`src/rtl/brd_irq_pkg.sv`:
```
package brd_irq_pkg;
   localparam int NSRC  = 13;
   localparam int LVL_W = 4;
   localparam int MON_W = 16;

   localparam logic [5:0] OFS_MASK = 6'h00;
   localparam logic [5:0] OFS_PWR  = 6'h30;
   localparam logic [5:0] OFS_VER  = 6'h32;
   localparam logic [5:0] OFS_PORT = 6'h36;
   localparam logic [15:0] VER_WORD = 16'h0010;
   localparam logic [LVL_W-1:0] LVL_NONE = 4'hF;

   // monitor/mask bit position of each source; source index is its priority
   function automatic int unsigned src_bit(input int unsigned k);
      case (k)
         0:  return 11;
         1:  return 9;
         2:  return 8;
         3:  return 12;
         4:  return 10;
         5:  return 6;
         6:  return 5;
         7:  return 4;
         8:  return 7;
         9:  return 14;
         10: return 13;
         11: return 0;
         12: return 15;
         default: return 1;
      endcase
   endfunction
endpackage

```
`src/rtl/brd_irq_sync.sv`:
```
module brd_irq_sync #(
   parameter int W      = 13,
   parameter int STAGES = 1
) (
   input  logic         clk,
   input  logic         rst,
   input  logic [W-1:0] din,
   output logic [W-1:0] dout
);
   initial begin
      if (STAGES < 1) $error("brd_irq_sync: STAGES must be at least 1");
      if (W < 1)      $error("brd_irq_sync: W must be at least 1");
   end

   logic [STAGES-1:0][W-1:0] stg;

   generate
      if (STAGES == 1) begin : g_single
         always_ff @(posedge clk) begin
            if (rst) stg <= '0;
            else     stg[0] <= din;
         end
      end else begin : g_chain
         always_ff @(posedge clk) begin
            if (rst) stg <= '0;
            else     stg <= {stg[STAGES-2:0], din};
         end
      end
   endgenerate

   assign dout = stg[STAGES-1];
endmodule

```
`src/rtl/brd_irq_prio.sv`:
```
module brd_irq_prio
   import brd_irq_pkg::*;
(
   input  logic [MON_W-1:0] mon,
   input  logic [MON_W-1:0] mask,
   output logic [LVL_W-1:0] enc
);
   logic [MON_W-1:0] gated;
   logic [NSRC-1:0]  hit;
   logic [LVL_W-1:0] sel;

   assign gated = mon & mask;

   generate
      for (genvar k = 0; k < NSRC; k++) begin : g_hit
         assign hit[k] = gated[src_bit(k)];
      end
   endgenerate

   always_comb begin
      sel = LVL_NONE;
      for (int k = NSRC - 1; k >= 0; k--) begin
         if (hit[k]) sel = LVL_W'(k);
      end
   end

   assign enc = sel ^ LVL_NONE;
endmodule

```
`src/rtl/brd_irq_regs.sv`:
```
module brd_irq_regs
   import brd_irq_pkg::*;
#(
   parameter int ADDR_W = 6,
   parameter int DATA_W = 16,
   parameter int OUT_W  = 8
) (
   input  logic              clk,
   input  logic              rst,
   input  logic [ADDR_W-1:0] addr,
   input  logic              wr,
   input  logic              rd,
   input  logic [DATA_W-1:0] wdata,
   output logic [DATA_W-1:0] rdata,
   output logic [DATA_W-1:0] mask_q,
   output logic [OUT_W-1:0]  gpo,
   output logic              pwr_pulse
);
   localparam logic [ADDR_W-1:0] A_MASK = ADDR_W'(OFS_MASK);
   localparam logic [ADDR_W-1:0] A_PWR  = ADDR_W'(OFS_PWR);
   localparam logic [ADDR_W-1:0] A_VER  = ADDR_W'(OFS_VER);
   localparam logic [ADDR_W-1:0] A_PORT = ADDR_W'(OFS_PORT);

   logic [DATA_W-1:0] port_q;
   logic [DATA_W-1:0] rd_mux;

   always_ff @(posedge clk) begin
      if (rst) begin
         mask_q    <= '0;
         port_q    <= '0;
         pwr_pulse <= 1'b0;
      end else begin
         pwr_pulse <= wr && (addr == A_PWR) && wdata[0];
         if (wr && addr == A_MASK) mask_q <= wdata;
         if (wr && addr == A_PORT) port_q <= wdata;
      end
   end

   always_comb begin
      unique case (addr)
         A_MASK:  rd_mux = mask_q;
         A_PORT:  rd_mux = port_q;
         A_VER:   rd_mux = DATA_W'(VER_WORD);
         default: rd_mux = '0;
      endcase
   end

   always_ff @(posedge clk) begin
      if (rst)     rdata <= '0;
      else if (rd) rdata <= rd_mux;
   end

   assign gpo = port_q[OUT_W-1:0];
endmodule

```
`src/rtl/brd_irq_lvl_top.sv`:
```
module brd_irq_lvl_top
   import brd_irq_pkg::*;
#(
   parameter int ADDR_W      = 6,
   parameter int DATA_W      = 16,
   parameter int OUT_W       = 8,
   parameter int SYNC_STAGES = 2
) (
   input  logic              clk,
   input  logic              rst,
   input  logic [ADDR_W-1:0] bus_addr_i,
   input  logic              bus_wr_i,
   input  logic              bus_rd_i,
   input  logic [DATA_W-1:0] bus_wdata_i,
   output logic [DATA_W-1:0] bus_rdata_o,
   input  logic [NSRC-1:0]   irq_src_i,
   output logic [LVL_W-1:0]  irl_o,
   output logic [OUT_W-1:0]  gpo_o,
   output logic              pwr_off_o
);
   localparam int PRE_STAGES = SYNC_STAGES - 1;

   initial begin
      if (SYNC_STAGES < 2)  $error("brd_irq_lvl_top: SYNC_STAGES must be at least 2");
      if (DATA_W != MON_W)  $error("brd_irq_lvl_top: DATA_W must equal the monitor width");
      if (ADDR_W < 6)       $error("brd_irq_lvl_top: ADDR_W must cover the 0x40 window");
      if (OUT_W > DATA_W)   $error("brd_irq_lvl_top: OUT_W exceeds DATA_W");
   end

   logic [NSRC-1:0]   src_s;
   logic [MON_W-1:0]  mon_d;
   logic [MON_W-1:0]  mon_q;
   logic [DATA_W-1:0] mask_q;
   logic [LVL_W-1:0]  enc;

   brd_irq_sync #(.W(NSRC), .STAGES(PRE_STAGES)) u_sync (
      .clk  (clk),
      .rst  (rst),
      .din  (irq_src_i),
      .dout (src_s)
   );

   always_comb begin
      mon_d = '0;
      for (int k = 0; k < NSRC; k++) mon_d[src_bit(k)] = src_s[k];
   end

   always_ff @(posedge clk) begin
      if (rst) mon_q <= '0;
      else     mon_q <= mon_d;
   end

   brd_irq_regs #(.ADDR_W(ADDR_W), .DATA_W(DATA_W), .OUT_W(OUT_W)) u_regs (
      .clk       (clk),
      .rst       (rst),
      .addr      (bus_addr_i),
      .wr        (bus_wr_i),
      .rd        (bus_rd_i),
      .wdata     (bus_wdata_i),
      .rdata     (bus_rdata_o),
      .mask_q    (mask_q),
      .gpo       (gpo_o),
      .pwr_pulse (pwr_off_o)
   );

   brd_irq_prio u_prio (
      .mon  (mon_q),
      .mask (mask_q),
      .enc  (enc)
   );

   always_ff @(posedge clk) begin
      if (rst) irl_o <= '0;
      else     irl_o <= enc;
   end
endmodule

```
`config.mk`:
```
export PLATFORM = sky130hd
export DESIGN_NAME = brd_irq_lvl_top
export DESIGN_NICKNAME = d
export VERILOG_FILES = /design/src/rtl/brd_irq_pkg.sv /design/src/rtl/brd_irq_sync.sv /design/src/rtl/brd_irq_prio.sv /design/src/rtl/brd_irq_regs.sv /design/src/rtl/brd_irq_lvl_top.sv
export SDC_FILE = /design/constraint.sdc
export NUM_CORES = 1
export LEC_CHECK = 0
export ABC_CLOCK_PERIOD_IN_PS = 1600
export BUFFER_PORTS_ARGS = -buffer_cell sky130_fd_sc_hd__buf_2
export CORE_MARGIN = 2
export CORE_UTILIZATION = 47
export DETAILED_ROUTE_END_ITERATION = 12
export PLACE_DENSITY = 0.74
export SLEW_MARGIN = 20
export SYNTH_ARGS = -nofsm -noshare
export SYNTH_HDL_FRONTEND = slang
export SYNTH_SLANG_ARGS = --single-unit
```
`constraint.sdc`:
```
create_clock -name clk -period 1.6 [get_ports clk]
set_clock_uncertainty 0.05 [all_clocks]
set_input_delay 0 -clock clk [delete_from_list [all_inputs] [get_ports clk]]
set_output_delay 0 -clock clk [all_outputs]
set_load 0.01 [all_outputs]
```
==> reports/metrics.cfg, run 1 <==
[outcome]
status=finished, final reports clean

[timing]
fin_crit_sh=0.870
fin_crit_ps=1390
rsz0062_at_grt=false
hold_viol_final=0
worst_pin_slew_ps=506
slew_violations=0
max_freq_ghz=0.719
finalWorstSetupSlack_ps=208
slew_headroom=0.663
setup_violations=0

[floorplanning]
die_area_mm2=0.00686
dieHeight_um=82.8
dieWidth_um=82.8
rows=28
initial_core_util=0.491
ioPinCount=68
coreArea_mm2=0.00596

[synth]
synth.area.mux_share=0
synth_compound_area_frac=0.185
netlist.area_leader.share=0.541
syn_avg_cell_area_um2=9.05
synth_top_family_by_area=simple AND/OR/NAND/NOR gates
synth.cell_area_mm2=0.00292
yosys.area_share.simple=0.215
yosys.area_share.adder=0
synthesis.nets=362
ys_types=32
yosysWarnings=0
syn_inst=323
synth_area_leader_cell=dfxtp_1
synth-seq-area-share=0.541
synthTopCellsByArea=dfxtp_1 54%, a21oi_1 5.8%, nor2b_1 5.6%
synth_seq_cells=79
synth_xor_area_frac=0

[cts]
cts_sinks=79
cts_made_buffers=9
post_cts_buffers=0
cts_resized=0
htree_levels=3
clk_latency_ps=340
cts-root-buf=clkbuf_8
clockBufferDepth=2
clk_pin_slew_ps=80
cts_tree=done
cts_hold_buf=30

[pwr]
clock_power_share=0.454
pwr-share-comb=0.066
total_power_uw=4250
p_sw_frac=0.199
power_frac_seq=0.480
p_switching_uw=845
max-vdd-ir-drop_mv=0.776
p_int_uw=3400
total_leakage_power_uw=0.00151
power.density_mw_per_mm2=1100

[placement]
place_congestion=0.830
pre_cts_slack_ps=-118
dp_cells=441
io_buffers=67
post-dp-hpwl_mm=4.24

[route]
ant_nets=0
drt_first_pass_iters=5
routed_wl_mm=6.64
wl_per_cell_um=13.6
num_vias=2609
viasPerCell=5.36
drc=0
drt-initial-drc-count=201

[global_route]
grt_pass1_vias=2448
track_usage=0.199
grt_start_max_net_pins=45
grt_pass1_wl_mm=11.2
antenna_found_initial=0
grt-ovfl-total=0

[worst_setup_path]
arrival_ps=1570
cp_max_fo=27
cp.required_ps=1780
critPathCaptureType=register
reg2reg_depth=4
critPathKind=primary input to register
cp-start-kind=primary input

[layout]
multi_input_area_mm2=0.00118
seq_area_mm2=0.00158
final_cell_mix=79 x dfxtp_1, 67 x buf_2, 43 x nand2_1
final_common_cell=dfxtp_1
diodes=0
fillers=502
syn_to_final_growth_pct=32.5
finalNetCount=446
drive_gt1_frac=0.228
post_layout_nonfiller_instances=487

[worst_hold_path]
hold_path.class=primary input to register
hold_depth=2

[flow_run]
maxCapViolCount=0

Yosys cell counts (all sizes together):
cell type,count
a21oi,34
dfxtp,79
o21ai,1
buf,14
a222oi,1
a22oi,16
nor2b,26
a32o,1
nor2,18
a311oi,1
nor3,1
nand4,1
a221oi,1
a22o,4
o211ai,1
nand3,32
or4b,1
nor4b,1
o2bb2ai,1
nand2b,1
a31oi,2
a32oi,2
or4,1
clkbuf,20
and4bb,1
a211oi,16
nand2,43
o31ai,1
and3,2
per-stage QoR:
| stage | util | TNS (ps) | instance area (µm²) | hold WS, ps |
|---|---|---|---|---|
| floorplan | - | 0 | 2920 | 78.2 |
| global placement | 0.554 | -658 | 3300 | 158 |
| detailed placement | 0.554 | -1820 | 3300 | 162 |
| CTS | 0.650 | 0 | 3870 | 23.4 |
| global route | 0.650 | 0 | 3870 | 40.7 |
| finish | 0.650 | 0 | 3870 | 30.7 |
area by class of cell:
class,instances,share of cell area
Sequential cell,79,0.409
Clock inverter,5,0.0333
Tap cell,75,0.0242
Clock buffer,11,0.0365
Timing Repair Buffer,107,0.193
Multi-Input combinational cell,210,0.304
worst max-delay path, cell delays in order:
cell and delay, ps:
dlygate4sd3_1 520, buf_2 190, buf_4 310, nand4_1 160
buf_4 230, nand2_1 90, a21oi_1 60
cells by family after synthesis:
family	Yosys count
DFF	79
AOI/OAI and AO/OA	82
buffers and inverters	34
and+or+nand+nor	128
routing by layer:
layer,share of wire,routed length (µm),global-route usage,vias up
met1,0.42,2810,0.252,1202
li1,-,-,-,1300
met4,0.0057,38,0.0745,0
met5,0,0,0,-
met2,0.50,3330,0.320,103
met3,0.069,461,0.0586,4
final timing paths:
check                                 from                        endpoint  slack [ps]
max                               bus_wr_i  u_regs.port_q[14]$_SDFFE_PP0P_         210
min                                    rst            mon_q[12]$_SDFF_PP0_          30
max reg2reg  u_regs.mask_q[5]$_SDFFE_PP0P_             irl_o[1]$_SDFF_PP0_         260
min reg2reg      u_sync.dout[7]$_SDFF_PP0_             mon_q[4]$_SDFF_PP0_         390
flip-flops by register name (all words and copies together) (netlist names):
register          flops
u_regs.pwr_pulse      1
u_regs.port_q        16
mon_q                13
u_regs.mask_q        16
u_sync.dout          13
irl_o                 4
u_regs.rdata         16
power groups by stage:
stage | Clock (µW) | Sequential (µW) | Combinational, µW
floorplan | 0 | 2090 | 107
global placement | 0 | 2080 | 217
detailed placement | 0 | 2090 | 221
CTS | 1960 | 2040 | 277
global route | 2070 | 2050 | 307
finish | 1930 | 2040 | 280
Note: power is estimated with default switching activity, not from simulation.
==> run 2: changes to the inputs <==
CORE_UTILIZATION = 48   (was 47)
PLACE_DENSITY = 0.75   (was 0.74)
SYNTH_HIERARCHICAL = 1   (was unset)
==> reports/metrics.cfg, run 2 <==
[floorplanning]
dieWidth_um=84.8  ; +2.4%
initial_core_util=0.496  ; +0.00569
die_area_mm2=0.00719  ; +4.8%
ioPinCount=68  ; unchanged
coreArea_mm2=0.00631  ; +6.0%
rows=29  ; +3.6%
dieHeight_um=84.8  ; +2.4%

[flow_run]
maxCapViolCount=0  ; unchanged

[timing]
max_freq_ghz=0.678  ; -5.6%
tns_ps=0  ; unchanged
rsz0062_at_grt=false
worst_pin_slew_ps=616  ; +110 ps
slew_headroom=0.589  ; -0.0739
hold_viol_final=0  ; unchanged
setup_violations=0  ; unchanged
fin_crit_ps=1470  ; +83.3 ps
slew_violations=0  ; unchanged
fin_crit_sh=0.922  ; +0.0520

[layout]
finalNetCount=463  ; +3.8%
final_cell_mix=79 x dfxtp_1, 78 x nand2_1, 67 x buf_2
final_common_cell=dfxtp_1
drive_gt1_frac=0.320  ; +0.0919
diodes=0  ; unchanged
fillers=524  ; +4.4%
reg_top3=u_regs/mask_q (16), u_regs/port_q (16), u_regs/rdata (16)
fin_area_mm2=0.00401  ; +3.7%
syn_to_final_growth_pct=28.1

[cts]
cts-root-buf=clkbuf_8
cts_sinks=79  ; unchanged
htree_levels=3  ; unchanged
cts_tree=done
clockBufferDepth=2  ; unchanged
post_cts_buffers=0  ; unchanged
clk_pin_slew_ps=80  ; about the same
cts_made_buffers=9  ; unchanged
clk_latency_ps=350  ; about the same

[outcome]
status=finished, final reports clean

[global_route]
grt_pass1_wl_mm=11.3  ; +0.80%
grt-ovfl-total=0  ; unchanged
grt_pass1_vias=2429  ; -0.78%
track_usage=0.202  ; +0.00328
antenna_found_initial=0  ; unchanged
grt_start_max_net_pins=63  ; +40%

[route]
drt-initial-drc-count=225  ; +12%
drc=0  ; unchanged
ant_nets=0  ; unchanged
viasPerCell=5.08  ; -5.1%
routed_wl_mm=7.06  ; +6.4%
drt_first_pass_iters=7  ; +2
num_vias=2567  ; -1.6%
wl_per_cell_um=14.0  ; +2.6%

[worst_setup_path]
cp_max_fo=16  ; -41%
arrival_ps=1690  ; +120 ps
cp.required_ps=1820  ; +40 ps
crit_path_top_delay_cell=dlygate4sd3_1
critPathCaptureType=register
path_delay_family=buffers and inverters
critPathMaxStageDelay_ps=520  ; about the same
crit_buf_inv=3  ; -1
cp_cell_sequence=dlygate4sd3_1, buf_2, nor4_4, and2_1, buf_12, a32oi_1, a211oi_2
rrSetupSlack_ps=250  ; about the same
cp-start-kind=primary input
critPathKind=primary input to register

[placement]
place_congestion=0.826  ; -0.51%
io_buffers=67  ; unchanged
place_area_mm2=0.00343  ; +3.8%
post-dp-hpwl_mm=4.38  ; +3.2%

[pwr]
power.density_mw_per_mm2=956  ; -13%
total_leakage_power_uw=0.00161  ; +6.4%
max-vdd-ir-drop_mv=0.559  ; -28%

[synth]
synthesis.nets=369  ; +1.9%
syn_avg_cell_area_um2=9.49  ; +5.0%
yosysWarnings=6  ; +6
syn_inst=330  ; +2.2%
synth.cell_area_mm2=0.00313  ; +7.2%

[worst_hold_path]
hold_path.class=primary input to register

[run 2: what timing repair did]
item	CTS	global route
endpoints found under the setup margin	0	7
hold buffers	37	0
hold endpoints to repair	47	0
gates resized for setup	0	2
[run 2: per-layer routing]
metal  up-vias  wire length, µm  GRT usage  share of wire
li1       1303                -          -              -
met1      1152             3110      0.257           0.44
met2        98             3430      0.326           0.49
met3        14              402     0.0501          0.057
met4         0              121     0.0866          0.017
met5         -                0          0              0
[run 2: power breakdown]
group          internal, µW  switching, µW  leakage (µW)
clock network           876            700      0.000107
registers              2000           12.6      0.000642
logic                   139            110      0.000860
total                  3010            823       0.00161
[run 2: final timing paths]
| path | start | to | cells after the start |
|---|---|---|---|
| max | bus_addr_i[1] | u_regs/rdata[4]$_SDFFE_PP0P_ | 7 |
| min | bus_wr_i | u_regs/port_q[3]$_SDFFE_PP0P_ | 4 |
| min reg2reg | u_sync/dout[3]$_SDFF_PP0_ | mon_q[12]$_SDFF_PP0_ | 1 |
| max reg2reg | u_regs/mask_q[7]$_SDFFE_PP0P_ | irl_o[1]$_SDFF_PP0_ | 5 |
[run 2: tightest hold or removal path, stage by stage]
cell and delay [ps]:
buf_2 100, buf_4 190, nand3_1 100, a21oi_1 50
[run 2: stage by stage]
stage / setup WS, ps / power (µW) / instances / utilization / hold slack (ps)
global placement: 284 / 2230 / 453 / 0.543 / 162
finish: 125 / 3840 / 505 / 0.636 / 96.6
detailed placement: 267 / 2230 / 453 / 0.543 / 161
global route: 75.5 / 3990 / 505 / 0.636 / 91.2
CTS: 113 / 3860 / 505 / 0.635 / 77.4
floorplan: 330 / 2150 / 330 / - / 42.4
[run 2: cell type report]
type                            instances  area [µm²]  area share
Clock buffer                           10         128      0.0318
Clock inverter                          5        82.6      0.0206
Multi-Input combinational cell        223        1330       0.331
Sequential cell                        79        1580       0.394
Tap cell                               77        96.3      0.0240
Timing Repair Buffer                  111         796       0.198
==> run 3: changes to the inputs <==
ABC_CLOCK_PERIOD_IN_PS = 1300   (was 1600)
BUFFER_PORTS_ARGS = -buffer_cell sky130_fd_sc_hd__buf_4   (was -buffer_cell sky130_fd_sc_hd__buf_2)
SETUP_SLACK_MARGIN = 0.02   (was unset)
clock period = 1.3 ns   (was 1.6 ns; I/O delays follow)
==> reports/metrics.cfg, run 3 (same netlist as run 2, synthesis figures left out) <==
[cts]
cts_made_buffers=9  ; unchanged
cts_sinks=79  ; unchanged
clockBufferDepth=2  ; unchanged
htree_levels=3  ; unchanged
cts_tree=done
clk_latency_ps=340  ; about the same
cts-root-buf=clkbuf_8
clk_pin_slew_ps=80  ; about the same

[floorplanning]
ioPinCount=68  ; unchanged
dieHeight_um=84.8  ; unchanged
dieWidth_um=84.8  ; unchanged
coreArea_mm2=0.00631  ; unchanged
initial_core_util=0.496  ; unchanged
die_area_mm2=0.00719  ; unchanged
rows=29  ; unchanged

[layout]
drive_gt1_frac=0.339  ; +0.0194
multi_input_area_mm2=0.00134  ; +0.66%
fin_area_mm2=0.00426  ; +6.1%
syn_to_final_growth_pct=35.9
diodes=0  ; unchanged
reg_top3=u_regs/mask_q (16), u_regs/port_q (16), u_regs/rdata (16)
post-route-util=0.675  ; +0.0388
fillers=486  ; -7.3%
finalNetCount=467  ; +0.86%
final_cell_mix=77 x nand2_1, 76 x dfxtp_1, 75 x buf_4
final_common_cell=nand2_1
seq_area_mm2=0.00159  ; +0.24%

[timing]
hold_slack_ps=121  ; +24.3 ps
fin_crit_ps=1340
slew_headroom=0.787  ; +0.198
rsz0062_at_grt=true
slew_violations=0  ; unchanged
hold_viol_final=0  ; unchanged
max_freq_ghz=0.748
setup_violations=1  ; +1
tns_ps=-36.5  ; -36.5 ps
finalWorstSetupSlack_ps=-36.5  ; -161 ps
fin_crit_sh=1.03
worst_pin_slew_ps=319  ; -297 ps

[pwr]
total_power_uw=5030  ; +31%
total_leakage_power_uw=0.00168  ; +4.4%
max-vdd-ir-drop_mv=1.02  ; +82%
power.density_mw_per_mm2=1180  ; +24%

[worst_setup_path]
critPathCaptureType=register
reg2reg_depth=5  ; unchanged
cp_max_fo=2  ; -14
critPathKind=register to register
cp-start-kind=register
arrival_ps=1520  ; -170 ps
cp.required_ps=1480  ; -340 ps

[global_route]
track_usage=0.211  ; +0.00924
grt_start_max_net_pins=65  ; +3.2%
grt-ovfl-total=0  ; unchanged
grt_pass1_vias=2502  ; +3.0%
antenna_found_initial=0  ; unchanged
grt_pass1_wl_mm=11.9  ; +4.9%

[flow_run]
maxCapViolCount=0  ; unchanged

[outcome]
status=complete, but fails checks
violations=setup timing

[route]
wl_per_cell_um=14.4  ; +3.1%
drt-initial-drc-count=187  ; -17%
routed_wl_mm=7.35  ; +4.1%
drc=0  ; unchanged
viasPerCell=5.19  ; +2.0%
drt_first_pass_iters=4  ; -3
ant_nets=0  ; unchanged
num_vias=2645  ; +3.0%

[worst_hold_path]
hold_depth=4  ; unchanged
hold_path.class=primary input to register

[placement]
io_buffers=67  ; unchanged
post-dp-hpwl_mm=4.52  ; +3.2%
place_area_mm2=0.00362  ; +5.8%
place_congestion=0.868  ; +5.1%

==> run 3: cell types whose count changed in the layout (fill, tap and decap cells not counted), moves of 3 or more <==
| cell | before | now |
|---|---|---|
| dfxtp_2 | 0 | 3 |
| dfxtp_1 | 79 | 76 |
| buf_2 | 67 | 0 |
| buf_4 | 4 | 75 |
==> run 3: worst paths after layout <==
check,start,to,slack [ps]
max,mon_q[14]$_SDFF_PP0_,irl_o[1]$_SDFF_PP0_,-40
max reg2reg,mon_q[14]$_SDFF_PP0_,irl_o[1]$_SDFF_PP0_,-40
min,bus_wr_i,u_regs/port_q[1]$_SDFFE_PP0P_,120
min reg2reg,u_sync/dout[2]$_SDFF_PP0_,mon_q[8]$_SDFF_PP0_,390
==> run 3: where the power goes <==
part | switching, µW | internal, µW
Clock | 870 | 1330
Sequential | 16.0 | 2460
Combinational | 144 | 208
Total | 1030 | 4000
==> run 3: through the flow <==
stage	worst slack [ps]	cells
floorplan	29.8	330
global placement	7.85	457
detailed placement	-24.0	457
CTS	-17.1	510
global route	-59.5	510
finish	-36.5	510
==> run 3: metal layers <==
layer  GRT usage  routed length, µm
met4      0.0851                133
met5           0                  0
met1       0.273               3110
met2       0.339               3640
met3      0.0531                468
==> run 3: cell type report <==
type | count | area share
Sequential cell | 79 | 0.372
Multi-Input combinational cell | 223 | 0.314
Timing Repair Buffer | 115 | 0.233
Clock buffer | 11 | 0.0332
Clock inverter | 5 | 0.0244
Tap cell | 77 | 0.0226
==> run 3: worst max-delay path: stages (launching register included) <==
cell,delay (ps)
dfxtp_2,320
a22o_1,230
a41o_1,210
a21oi_1,140
o211ai_1,100
and2b_2,190
==> run 3: what timing repair did <==
item / CTS / global route
pin swaps: 1 / 3
setup buffers: 0 / 0
resized for setup: 0 / 8
hold endpoints to repair: 47 / 0
hold buffers: 37 / 0
setup endpoints to repair: 1 / 11
